--- src/rtl/scl_gen_pkg.sv ---
package scl_gen_pkg;

    // Phase of the generated clock within one period
    typedef enum logic {
        PH_LOW  = 1'b0,
        PH_HIGH = 1'b1
    } scl_phase_e;

    // Event strobes handed to the bit engine
    typedef struct packed {
        logic fall;
        logic rise;
        logic high_mid;
        logic low_mid;
    } scl_strb_t;

endpackage

--- src/rtl/scl_tpr_hold.sv ---
module scl_tpr_hold #(
    parameter int TPR_W = 7
) (
    input  logic             clk,
    input  logic             rst_n,
    input  logic             load,
    input  logic [TPR_W-1:0] tpr_in,
    output logic [TPR_W-1:0] tpr_act
);

    typedef struct packed {
        logic [TPR_W-1:0] val;
    } hold_t;

    hold_t hold_d, hold_q;

    always_comb begin
        hold_d = hold_q;
        if (load) begin
            hold_d.val = tpr_in;
        end
    end

    always_ff @(posedge clk or negedge rst_n) begin
        if (!rst_n) begin
            hold_q <= '0;
        end else begin
            hold_q <= hold_d;
        end
    end

    assign tpr_act = hold_q.val;

endmodule

--- src/rtl/scl_prescaler.sv ---
module scl_prescaler #(
    parameter int TPR_W = 7
) (
    input  logic             clk,
    input  logic             rst_n,
    input  logic             count_en,
    input  logic [TPR_W-1:0] tpr_act,
    output logic             tick
);

    // Base unit spans 2*(1+tpr) clocks; counter runs 0 .. 2*tpr+1
    localparam int CNT_W = TPR_W + 1;

    typedef struct packed {
        logic [CNT_W-1:0] cnt;
    } pre_t;

    pre_t pre_d, pre_q;
    logic [CNT_W-1:0] last_cnt;
    logic             tick_c;

    // 2*tpr + 1 as a shift plus one
    assign last_cnt = {tpr_act, 1'b1};

    always_comb begin
        pre_d  = pre_q;
        tick_c = count_en && (pre_q.cnt == last_cnt);
        if (!count_en) begin
            pre_d.cnt = '0;
        end else if (tick_c) begin
            pre_d.cnt = '0;
        end else begin
            pre_d.cnt = pre_q.cnt + CNT_W'(1);
        end
    end

    always_ff @(posedge clk or negedge rst_n) begin
        if (!rst_n) begin
            pre_q <= '0;
        end else begin
            pre_q <= pre_d;
        end
    end

    assign tick = tick_c;

    // the count never runs past the end of the current base unit
    p_pre_in_range_r1: assert property (@(posedge clk) disable iff (!rst_n)
        count_en |-> (pre_q.cnt <= last_cnt));

    // a stopped prescaler sits at zero
    p_pre_idle_r5: assert property (@(posedge clk) disable iff (!rst_n)
        !count_en |=> (pre_q.cnt == '0));

endmodule

--- src/rtl/scl_phase_seq.sv ---
module scl_phase_seq
    import scl_gen_pkg::*;
#(
    parameter int LOW_UNITS  = 6,
    parameter int HIGH_UNITS = 4
) (
    input  logic      clk,
    input  logic      rst_n,
    input  logic      enable,
    input  logic      tick,
    output logic      running,
    output logic      period_end,
    output logic      scl,
    output scl_strb_t strb
);

    localparam int TOTAL_UNITS = LOW_UNITS + HIGH_UNITS;
    localparam int UNIT_W      = $clog2(TOTAL_UNITS);
    localparam int LAST_UNIT   = TOTAL_UNITS - 1;
    localparam int HMID_UNIT   = LOW_UNITS + HIGH_UNITS / 2;
    localparam int LMID_UNIT   = LOW_UNITS / 2;

    typedef struct packed {
        logic              run;
        logic [UNIT_W-1:0] unit;
        scl_phase_e        phase;
        scl_strb_t         strb;
    } seq_t;

    seq_t seq_d, seq_q;
    logic              start_c;
    logic              wrap_c;
    logic [UNIT_W-1:0] unit_nx;

    always_comb begin
        start_c = enable && !seq_q.run;
        wrap_c  = seq_q.run && tick && (seq_q.unit == UNIT_W'(LAST_UNIT));
        unit_nx = wrap_c ? '0 : (seq_q.unit + UNIT_W'(1));

        seq_d      = seq_q;
        seq_d.run  = enable;
        seq_d.strb = '0;

        if (!enable) begin
            seq_d.unit  = '0;
            seq_d.phase = PH_HIGH;
        end else if (start_c) begin
            seq_d.unit      = '0;
            seq_d.phase     = PH_LOW;
            seq_d.strb.fall = 1'b1;
        end else if (tick) begin
            seq_d.unit          = unit_nx;
            seq_d.phase         = (unit_nx >= UNIT_W'(LOW_UNITS)) ? PH_HIGH : PH_LOW;
            seq_d.strb.fall     = wrap_c;
            seq_d.strb.rise     = (unit_nx == UNIT_W'(LOW_UNITS));
            seq_d.strb.high_mid = (unit_nx == UNIT_W'(HMID_UNIT));
            seq_d.strb.low_mid  = (unit_nx == UNIT_W'(LMID_UNIT));
        end
    end

    always_ff @(posedge clk or negedge rst_n) begin
        if (!rst_n) begin
            seq_q       <= '0;
            seq_q.phase <= PH_HIGH;
        end else begin
            seq_q <= seq_d;
        end
    end

    assign running    = seq_q.run;
    assign period_end = wrap_c;
    assign scl        = (seq_q.phase == PH_HIGH);
    assign strb       = seq_q.strb;

    // disabled generator releases the line and is silent
    p_released_when_off_r5: assert property (@(posedge clk) disable iff (!rst_n)
        !enable |=> (scl && (strb == '0)));

    // never two events in one cycle
    p_single_strobe_r6: assert property (@(posedge clk) disable iff (!rst_n)
        $onehot0(strb));

    // falling strobe marks the first low cycle
    p_fall_marks_edge_r6: assert property (@(posedge clk) disable iff (!rst_n)
        strb.fall |-> (!scl && $past(scl)));

    // rising strobe marks the first high cycle
    p_rise_marks_edge_r6: assert property (@(posedge clk) disable iff (!rst_n)
        strb.rise |-> (scl && !$past(scl)));

    // unit index stays inside one period
    p_unit_range_r1: assert property (@(posedge clk) disable iff (!rst_n)
        seq_q.unit <= UNIT_W'(LAST_UNIT));

endmodule

--- src/rtl/scl_clock_gen.sv ---
module scl_clock_gen
    import scl_gen_pkg::*;
#(
    parameter int TPR_W      = 7,
    parameter int LOW_UNITS  = 6,
    parameter int HIGH_UNITS = 4
) (
    input  logic             clk,
    input  logic             rst_n,
    input  logic             enable,
    input  logic [TPR_W-1:0] tpr,
    output logic             scl_o,
    output logic             scl_fall_stb,
    output logic             scl_rise_stb,
    output logic             high_mid_stb,
    output logic             low_mid_stb
);

    logic             run_q;
    logic             period_end;
    logic             tick;
    logic             load_tpr;
    logic [TPR_W-1:0] tpr_act;
    scl_strb_t        strb;

    // Capture a new setting while idle, on the start edge, or at a period boundary
    assign load_tpr = !run_q || period_end;

    scl_tpr_hold #(
        .TPR_W (TPR_W)
    ) u_hold (
        .clk     (clk),
        .rst_n   (rst_n),
        .load    (load_tpr),
        .tpr_in  (tpr),
        .tpr_act (tpr_act)
    );

    scl_prescaler #(
        .TPR_W (TPR_W)
    ) u_pre (
        .clk      (clk),
        .rst_n    (rst_n),
        .count_en (enable && run_q),
        .tpr_act  (tpr_act),
        .tick     (tick)
    );

    scl_phase_seq #(
        .LOW_UNITS  (LOW_UNITS),
        .HIGH_UNITS (HIGH_UNITS)
    ) u_seq (
        .clk        (clk),
        .rst_n      (rst_n),
        .enable     (enable),
        .tick       (tick),
        .running    (run_q),
        .period_end (period_end),
        .scl        (scl_o),
        .strb       (strb)
    );

    assign scl_fall_stb = strb.fall;
    assign scl_rise_stb = strb.rise;
    assign high_mid_stb = strb.high_mid;
    assign low_mid_stb  = strb.low_mid;

    // the active setting moves only together with a period start
    p_tpr_hold_r4: assert property (@(posedge clk) disable iff (!rst_n)
        (run_q && $past(run_q) && !scl_fall_stb) |-> $stable(tpr_act));

    // the sampling strobe only appears while the line is high
    p_hmid_in_high_r7: assert property (@(posedge clk) disable iff (!rst_n)
        high_mid_stb |-> scl_o);

    // the low-phase mid strobe only appears while the line is low
    p_lmid_in_low_r7: assert property (@(posedge clk) disable iff (!rst_n)
        low_mid_stb |-> !scl_o);

endmodule

--- config.mk ---
export PLATFORM = sky130hd
export DESIGN_NAME = scl_clock_gen
export DESIGN_NICKNAME = d
export VERILOG_FILES = /design/src/rtl/scl_gen_pkg.sv /design/src/rtl/scl_tpr_hold.sv /design/src/rtl/scl_prescaler.sv /design/src/rtl/scl_phase_seq.sv /design/src/rtl/scl_clock_gen.sv
export SDC_FILE = /design/constraint.sdc
export NUM_CORES = 1
export LEC_CHECK = 0
export ABC_CLOCK_PERIOD_IN_PS = 4190
export BUFFER_PORTS_ARGS = -buffer_cell sky130_fd_sc_hd__buf_2
export CELL_PAD_IN_SITES_DETAIL_PLACEMENT = 1
export CELL_PAD_IN_SITES_GLOBAL_PLACEMENT = 1
export CORE_ASPECT_RATIO = 1.75
export CORE_UTILIZATION = 50
export CTS_BUF_LIST = sky130_fd_sc_hd__clkbuf_8
export CTS_CLUSTER_DIAMETER = 150
export CTS_CLUSTER_SIZE = 30
export DETAILED_ROUTE_END_ITERATION = 8
export GPL_TIMING_DRIVEN = 0
export PLACE_DENSITY = 0.81
export SLEW_MARGIN = 20
export SYNTH_ARGS = -nofsm -noshare
export SYNTH_HDL_FRONTEND = slang
export SYNTH_SLANG_ARGS = --single-unit
--- constraint.sdc ---
create_clock -name clk -period 4.19 [get_ports clk]
set_input_delay 1.0475 -clock clk [delete_from_list [all_inputs] [get_ports clk]]
set_output_delay 1.0475 -clock clk [all_outputs]
set_load 0.02 [all_outputs]
; ---- Word level (Yosys, flattened, before mapping)
; Index checks and enable logic that the tools add are counted.
[word_totals]
ff_bits = 25
latchBits = 0
ram_bits = 0
rom_bits = 0
input_bits = 10
out_inout_bits = 5
elab_cells = 34
mem_count = 0
[classes]
add_sub_neg = 2
n_mul = 0
div = 0
magnitude_cmp = 1
eq_ne = 6
n_shift = 0
muxes = 9
n_bitwise = 0
reduce_logical = 7
[ops]
columns = op, n
row1 = $mux W8, 2
row2 = $mux W9, 1
row3 = $add A8 B1 Y8 const B, 1
row4 = $eq A4 B4 Y1 const B, 2
row5 = $eq A8 B8 Y1, 1
row6 = $mux W4, 2
row7 = $mux W6, 1
row8 = $logic_and A1 B1 Y1, 5
row9 = $mux W5, 1
row10 = $add A4 B1 Y4 const B, 1
row11 = $eq A4 B2 Y1 const B, 1
row12 = $eq A4 B3 Y1 const B, 1
row13 = $ge A4 B3 Y1 const B, 1
row14 = $mux W3, 1
row15 = $ne A3 B1 Y1 const B, 1
row16 = $logic_not A1 Y1, 1
row17 = $logic_or A1 B1 Y1, 1
row18 = $mux W1, 1

; ---- Depth between registers and ports, before layout
; Gate-level depths: netlist (run 1).
[logic_depth]
word_depth = 10
mapped_depth = 6
ltp_nobuf = 6

; ---- Cells and area by module
; A second synthesis (run 1) with hierarchy kept.
[unflattened]
cells_unflattened = 118
hier_area_um2 = 1375.1
[modules_own_cells]
columns = mod, n_inst, cells_per_inst, area_per_inst_um2, seq_area_each_um2
row1 = scl_phase_seq, 1, 55, 558.0, 251.5
row2 = scl_prescaler, 1, 46, 513.0, 200.2
row3 = scl_tpr_hold, 1, 15, 291.5, 175.2
row4 = scl_clock_gen, 1, 2, 12.5, 0.0

; ---- Worst setup path after synthesis (run 1)
; No wires, ideal clock.
[synth_timing]
path_type = in2reg
start = input enable
end = register u_hold.hold_q, in the netlist u_hold.tpr_act[0]
setup_ns = 0.125
t_arrival_ns = 1.782
required_ns = 4.065
slack_ns = 2.283
stages = 3
path_buffers = 0
cell_sequence = nand2_1 > o31ai_4 > mux2_2
[synth_between]
elab_chain_len = 5
[synth_rtl]
columns = element, line
row1 = start: declaration, scl_clock_gen.sv:10  ; input logic enable,
row2 = $logic_and A1 B1 Y1, scl_clock_gen.sv:44  ; .count_en (enable && run_q),
row3 = $logic_and A1 B1 Y1, scl_prescaler.sv:27  ; tick_c = count_en && (pre_q.cnt == last_cnt);
row4 = $logic_and A1 B1 Y1 (2 in series), scl_phase_seq.sv:37  ; wrap_c = seq_q.run && tick && (seq_q.unit == UNIT_W'(LAST_UNIT));
row5 = $logic_or A1 B1 Y1, scl_clock_gen.sv:27  ; assign load_tpr = !run_q || period_end;
row6 = end signal: assignment, scl_tpr_hold.sv:28  ; hold_q <= hold_d;
row7 = end: declaration, scl_tpr_hold.sv:15  ; hold_t hold_d, hold_q;
; Every way passes these cells.
; A chain may end at the register's enable or synchronous reset.

; ---- Worst setup path in the final report (run 1)
[layout_timing]
start = register u_seq.seq_q, in the netlist u_seq.scl
end = output scl_o
[layout_rtl]
columns = element, line
row1 = start: declaration, scl_phase_seq.sv:30  ; seq_t seq_d, seq_q;
row2 = start signal: assignment, scl_phase_seq.sv:66  ; seq_q <= seq_d;
row3 = end: declaration, scl_clock_gen.sv:12  ; output logic scl_o,
; No word-level cell between the ends.

==> results.toml, run 1 <==
[run_status]
status = "finished clean"

[critical_path]
end_kind = "output pin"
r2r-start = "u_pre.pre_q[5]"
crit_cells = 1
cp_slowest_stage_delay_ns = 0.54
startpoint = "u_seq.scl"
critPathMaxFanout = 2
cp.buffers_inverters = 1
crit_chain = "buf_2"
timing.critical_path.to = "scl_o"
rr_endpoint = "u_hold.tpr_act[5]"
worstPathRequired_ns = 3.14
crit_family = "flip-flops"
r2r_slack_ns = 2.21
cp_slowest_cell = "dfstp_2"
setup.worst_path.class = "register to output pin"
r2r_cells = 4
startpoint_type = "register"
arrival_ns = 0.96

[sta]
finalSetupViolCount = 0
slew_headroom = 0.538
timing.final.ws_setup_ns = 2.18
finalCritPeriodShare = 0.480
hold_violations = 0
worst_pin_slew_ns = 0.690
tns_ns = 0
final-max-slew-violation-count = 0
period_minus_slack_ns = 2.01
max_freq_ghz = 0.497
skew_ns = 0.00195
whs_ns = 0.528
rsz0062_at_grt = "no"

[grt]
grt_pass1_wl_um = 4630
grt_antenna_before_repair = 0
grtUsageTotal = 0.262
grt_max_degree = 26
grt_overflow = 0
grt_pass1_vias = 1052

[routing]
drt-wirelength-per-cell_um = 18.4
drtPass1Iterations = 5
drc = 0
vias = 947
detail-route-antenna-nets = 0
via_per_inst = 6.19
wl_um = 2810
drt-initial-drc-count = 19

[clock_network]
cts_tree = "built"
clk_path_buf_depth = 2
path_clk_slew_ns = 0.08
cts_resized = 0
htree_levels = 1
cts.hold.buffers_added = 0
postCtsSetupBuffers = 0
cts.sinks = 25
clockRootBuffer = "clkbuf_8"
cts_made_buffers = 3
worst_skew_pair.late_latency_ns = 0.27

[logic_synthesis]
synth-edff-count = 0
async_reset_ff_frac = 1.00
ys_top_cells_by_count = "dfrtp_1, xnor2_1, nand3_1"
syn-num-nets = 123
synth_cell_types = 30
syn_area_um2 = 1230
syn_inst = 110
yosysWarnings = 0
synth.top_cell.area_share = 0.488
synth_flop_cell = "dfrtp_1"
synth.avg_cell_area_um2 = 11.2
synth_area_leaders = "dfrtp_1, xnor2_1, mux2_2"
yosysSeqAreaShare = 0.509
yosys.cell_count.top_type = "dfrtp_1"
synth_top_area_cell = "dfrtp_1"
ys_ff_latch = 25

[die]
die_area_um2 = 2670
die_w_um = 39.5
core_um2 = 2300
chipHeight_um = 67.6
start_util = 0.535
row_count = 23
ioPinCount = 15

[power]
p_leak_nw = 0.586
ir_drop_mv = 0.231
power.density_nw_per_um2 = 321

[finish]
layout.nets = 142
n_fill_cell = 258
final_cell_area_um2 = 1380
diodes = 0
area_growth_pct = 11.9
post_route_cells_drive_above_1_share = 0.211

[place]
place_hpwl_um = 2200
dpl_cell_area_um2 = 1330
numPortBuffers = 14
dpl_worst_slack_ns = 2.00
gp_congestion = 0.751

[min_path]
hold_path.class = "register to register"

[run]
cap_violations = 0
==> power breakdown <==
part	total (mW)	switching (mW)	internal [mW]
clock	0.143	0.0770	0.0658
combinational	0.0407	0.0228	0.0178
sequential	0.258	0.00722	0.251
total	0.442	0.107	0.335
==> layout by cell type, fill, tap and decap left out, types with 3 or more instances in the layout <==
cell type	count
nor3_1	9
xnor2_1	11
clkbuf_8	3
o21ai_0	3
inv_1	3
ha_1	3
dfrtp_1	24
mux2_2	7
nand2_1	7
nor2_1	3
buf_2	14
a21oi_1	3
nand3_1	10
xor2_1	5
==> final cells by class <==
| cell class | count | area, um2 | area share |
|---|---|---|---|
| clock buffer | 3 | 41.3 | 0.0300 |
| inverter | 2 | 7.51 | 0.00545 |
| timing repair buffer | 14 | 70.1 | 0.0509 |
| sequential | 25 | 627 | 0.455 |
| tap | 25 | 31.3 | 0.0227 |
| multi-input combinational | 81 | 589 | 0.428 |
| clock inverter | 1 | 3.75 | 0.00272 |
| buffer | 2 | 7.51 | 0.00545 |
==> flip-flops by register name, summed over array words and instances, names as in the netlist <==
register	count
u_hold.tpr_act	7
u_seq.strb	4
u_seq.running	1
u_seq.seq_q	4
u_seq.scl	1
u_pre.pre_q	8
==> layer usage <==
metal	global-route usage	routed length, um
met1	0.235	958
met2	0.467	1630
met3	0.0592	80
met4	0.194	141
met5	0	0
==> how the worst min path moves through the flow <==
stage,endpoint,startpoint,cells past startpoint
after floorplan,u_seq.strb[0],u_seq.seq_q[8],1
after global placement,u_seq.strb[0],u_seq.seq_q[8],1
after detailed placement,u_hold.tpr_act[0],u_hold.tpr_act[0],1
after CTS,u_seq.strb[0],u_seq.seq_q[8],1
after global routing,u_hold.tpr_act[5],u_hold.tpr_act[5],1
final,u_seq.strb[0],u_seq.seq_q[8],1
==> through the flow <==
step | power [mW] | util | cells
3_5_place_dp | 0.304 | 0.579 | 149
2_1_floorplan | 0.286 | - | 110
5_1_grt | 0.459 | 0.598 | 153
4_1_cts | 0.444 | 0.598 | 153
6_report | 0.442 | 0.598 | 153
3_3_place_gp | 0.301 | 0.579 | 149
==> kinds of logic (layout without fill, tap and decap cells) <==
family / after synthesis / after routing / synth area share
AND/OR/NAND/NOR: 43 / 43 / 0.194
flip-flops: 25 / 25 / 0.509
XOR/XNOR: 16 / 16 / 0.114
AO/OA/AOI/OAI: 11 / 11 / 0.0681
multiplexers: 8 / 8 / 0.0722
buffers and inverters: 4 / 22 / 0.0122
adder cells (fa/ha/maj): 3 / 3 / 0.0305
(Power assumes the default switching activity.)
==> run 2: changes to the inputs <==
--- a/config.mk
+++ b/config.mk
@@ -5,18 +5,18 @@
 export SDC_FILE = /design/constraint.sdc
 export NUM_CORES = 1
 export LEC_CHECK = 0
-export ABC_CLOCK_PERIOD_IN_PS = 4190
+export ABC_CLOCK_PERIOD_IN_PS = 2000
 export BUFFER_PORTS_ARGS = -buffer_cell sky130_fd_sc_hd__buf_2
 export CELL_PAD_IN_SITES_DETAIL_PLACEMENT = 1
 export CELL_PAD_IN_SITES_GLOBAL_PLACEMENT = 1
 export CORE_ASPECT_RATIO = 1.75
-export CORE_UTILIZATION = 50
+export CORE_UTILIZATION = 47
 export CTS_BUF_LIST = sky130_fd_sc_hd__clkbuf_8
 export CTS_CLUSTER_DIAMETER = 150
 export CTS_CLUSTER_SIZE = 30
 export DETAILED_ROUTE_END_ITERATION = 8
 export GPL_TIMING_DRIVEN = 0
-export PLACE_DENSITY = 0.81
+export PLACE_DENSITY = 0.77
 export SLEW_MARGIN = 20
 export SYNTH_ARGS = -nofsm -noshare
 export SYNTH_HDL_FRONTEND = slang
==> constraint.sdc (replaced) <==
create_clock -name clk -period 2 [get_ports clk]
set_input_delay 0.5 -clock clk [delete_from_list [all_inputs] [get_ports clk]]
set_output_delay 0.5 -clock clk [all_outputs]
set_load 0.02 [all_outputs]
==> run 2 against run 1 <==
  * Clock skew is 0.0039 ns higher
  * Largest cell class unchanged
  * Power is 110% higher
  * Die area is 6.1% higher
  * Via count is 0.74% lower
  * Clock-buffer cell count stayed put
  * Final cell count is 3.3% higher
  * Critical path type is now register to register
==> results.toml, run 2 (synthesis results as in run 1) <==
[run_status]
status = "finished clean"

[finish]
mostFrequentLayoutCells = "dfrtp_1, buf_2, xnor2_1"
final_cell_area_um2 = 1430
layout.nets = 146
area_growth_pct = 15.9
multi_input_area_um2 = 593
post_route_cells_drive_above_1_share = 0.258
n_fill_cell = 268
seqCellArea_um2 = 628
largest_reg_flops = 8
top_register = "u_pre.pre_q"
final_common_cell = "dfrtp_1"
diodes = 0

[grt]
grt_antenna_before_repair = 0
grtUsageTotal = 0.244
grt_max_degree = 26
grt_overflow = 0
grt_pass1_vias = 1023
grt_pass1_wl_um = 4790

[min_path]
hold_path.class = "input port to async pin"

[critical_path]
rr_endpoint = "u_hold.tpr_act[3]"
crit_family = "flip-flops"
r2r-start = "u_seq.seq_q[6]"
r2r_cells = 7
crit_chain = "inv_1 > ha_1 > and3b_2 > nand2_1 > o31ai_4 > buf_12 > mux2_2"
cp_slowest_stage_delay_ns = 0.42
startpoint_type = "register"
cp_slowest_cell = "dfrtp_1"
critPathMaxFanout = 7
end_kind = "register"
cp.buffers_inverters = 2
r2r_slack_ns = 0.14
arrival_ns = 2.02
worstPathRequired_ns = 2.16
startpoint = "u_seq.seq_q[6]"
setup.worst_path.class = "register to register"

[sta]
finalCritPeriodShare = 0.931
period_minus_slack_ns = 1.86
tns_ns = 0
skew_ns = 0.00589
finalSetupViolCount = 0
max_freq_ghz = 0.537
worst_pin_slew_ns = 0.565
rsz0062_at_grt = "no"
hold_violations = 0
timing.final.ws_setup_ns = 0.138
final-max-slew-violation-count = 0
slew_headroom = 0.624

[clock_network]
clk_path_buf_depth = 2
cts_made_buffers = 3
clockRootBuffer = "clkbuf_8"
path_clk_slew_ns = 0.09
worst_skew_pair.late_latency_ns = 0.26
cts.sinks = 25
cts.hold.buffers_added = 0
htree_levels = 1
cts_tree = "built"

[die]
core_um2 = 2490
chipHeight_um = 69.7
ioPinCount = 15
row_count = 24
die_area_um2 = 2840
start_util = 0.494
die_w_um = 40.7

[power]
power.density_nw_per_um2 = 648
ir_drop_mv = 0.571
p_leak_nw = 0.606

[routing]
drc = 0
via_per_inst = 5.95
drt-wirelength-per-cell_um = 18.0
detail-route-antenna-nets = 0
vias = 940
drt-initial-drc-count = 10
wl_um = 2850
drtPass1Iterations = 5

[place]
place_hpwl_um = 2200
gp_congestion = 0.802
dpl_worst_slack_ns = -0.0117
dpl_cell_area_um2 = 1330
numPortBuffers = 14

[run]
cap_violations = 0
run 2: changes by cell type in the layout (fill, tap and decap cells not counted):
cell and delta:
and3b_1 -1, and3b_2 +1, buf_4 +3, dfrtp_1 -1
buf_12 +1, dfrtp_2 +1, nor2_2 +1, nor2_1 -1
run 2: through the flow:
step                      hold slack [ns]  power, mW   util  std cells
after floorplan                     0.204      0.600      -        110
after global placement              0.515      0.632  0.535        150
after detailed placement            0.519      0.639  0.535        150
after CTS                           0.236      0.932  0.561        155
after global routing                0.261      0.967  0.572        158
final                               0.219      0.925  0.572        158
run 2: worst max path at each step:
stage	to	slack, ns	cells past startpoint
floorplan	u_hold.tpr_act[0]	0.28	4
global placement	u_hold.tpr_act[6]	0.06	5
detailed placement	u_hold.tpr_act[3]	-0.01	4
CTS	u_hold.tpr_act[3]	0.03	6
global route	u_seq.seq_q[5]	0.04	5
finish	u_hold.tpr_act[3]	0.14	7
run 2: final cells by class:
type                            instances  area share
Buffer                                  2     0.00526
Clock buffer                            3      0.0289
Clock inverter                          1     0.00263
Inverter                                2     0.00526
Multi-Input combinational cell         81       0.416
Sequential cell                        25       0.440
Tap cell                               26      0.0228
Timing Repair Buffer                   18      0.0789
run 2: power breakdown:
group / internal [mW] / leakage, nW / switching, mW
clock: 0.137 / 0.0269 / 0.152
combinational: 0.0442 / 0.255 / 0.0517
sequential: 0.526 / 0.324 / 0.0147
run 2: worst register-to-register path, cell delays in order, from the launching register on:
cell and delay (ns):
dfrtp_1 0.42, inv_1 0.07, ha_1 0.15, and3b_2 0.25, nand2_1 0.10, o31ai_4 0.27, buf_12 0.16, mux2_2 0.33
run 2: layer usage:
| layer | part of all wire | up-vias | GRT usage |
|---|---|---|---|
| met5 | 0 | - | 0 |
| met4 | 0.021 | 0 | 0.100 |
| met3 | 0.023 | 6 | 0.0288 |
| met2 | 0.59 | 23 | 0.422 |
| met1 | 0.36 | 468 | 0.276 |
| li1 | - | 443 | - |
run 2: repair_timing:
item / 4_1_cts / 5_1_grt
gates resized for setup: 0 / 3
endpoints found under the setup margin: 7 / 16
setup buffers: 1 / 3
pin swaps: 1 / 2
cloned: 0 / 0
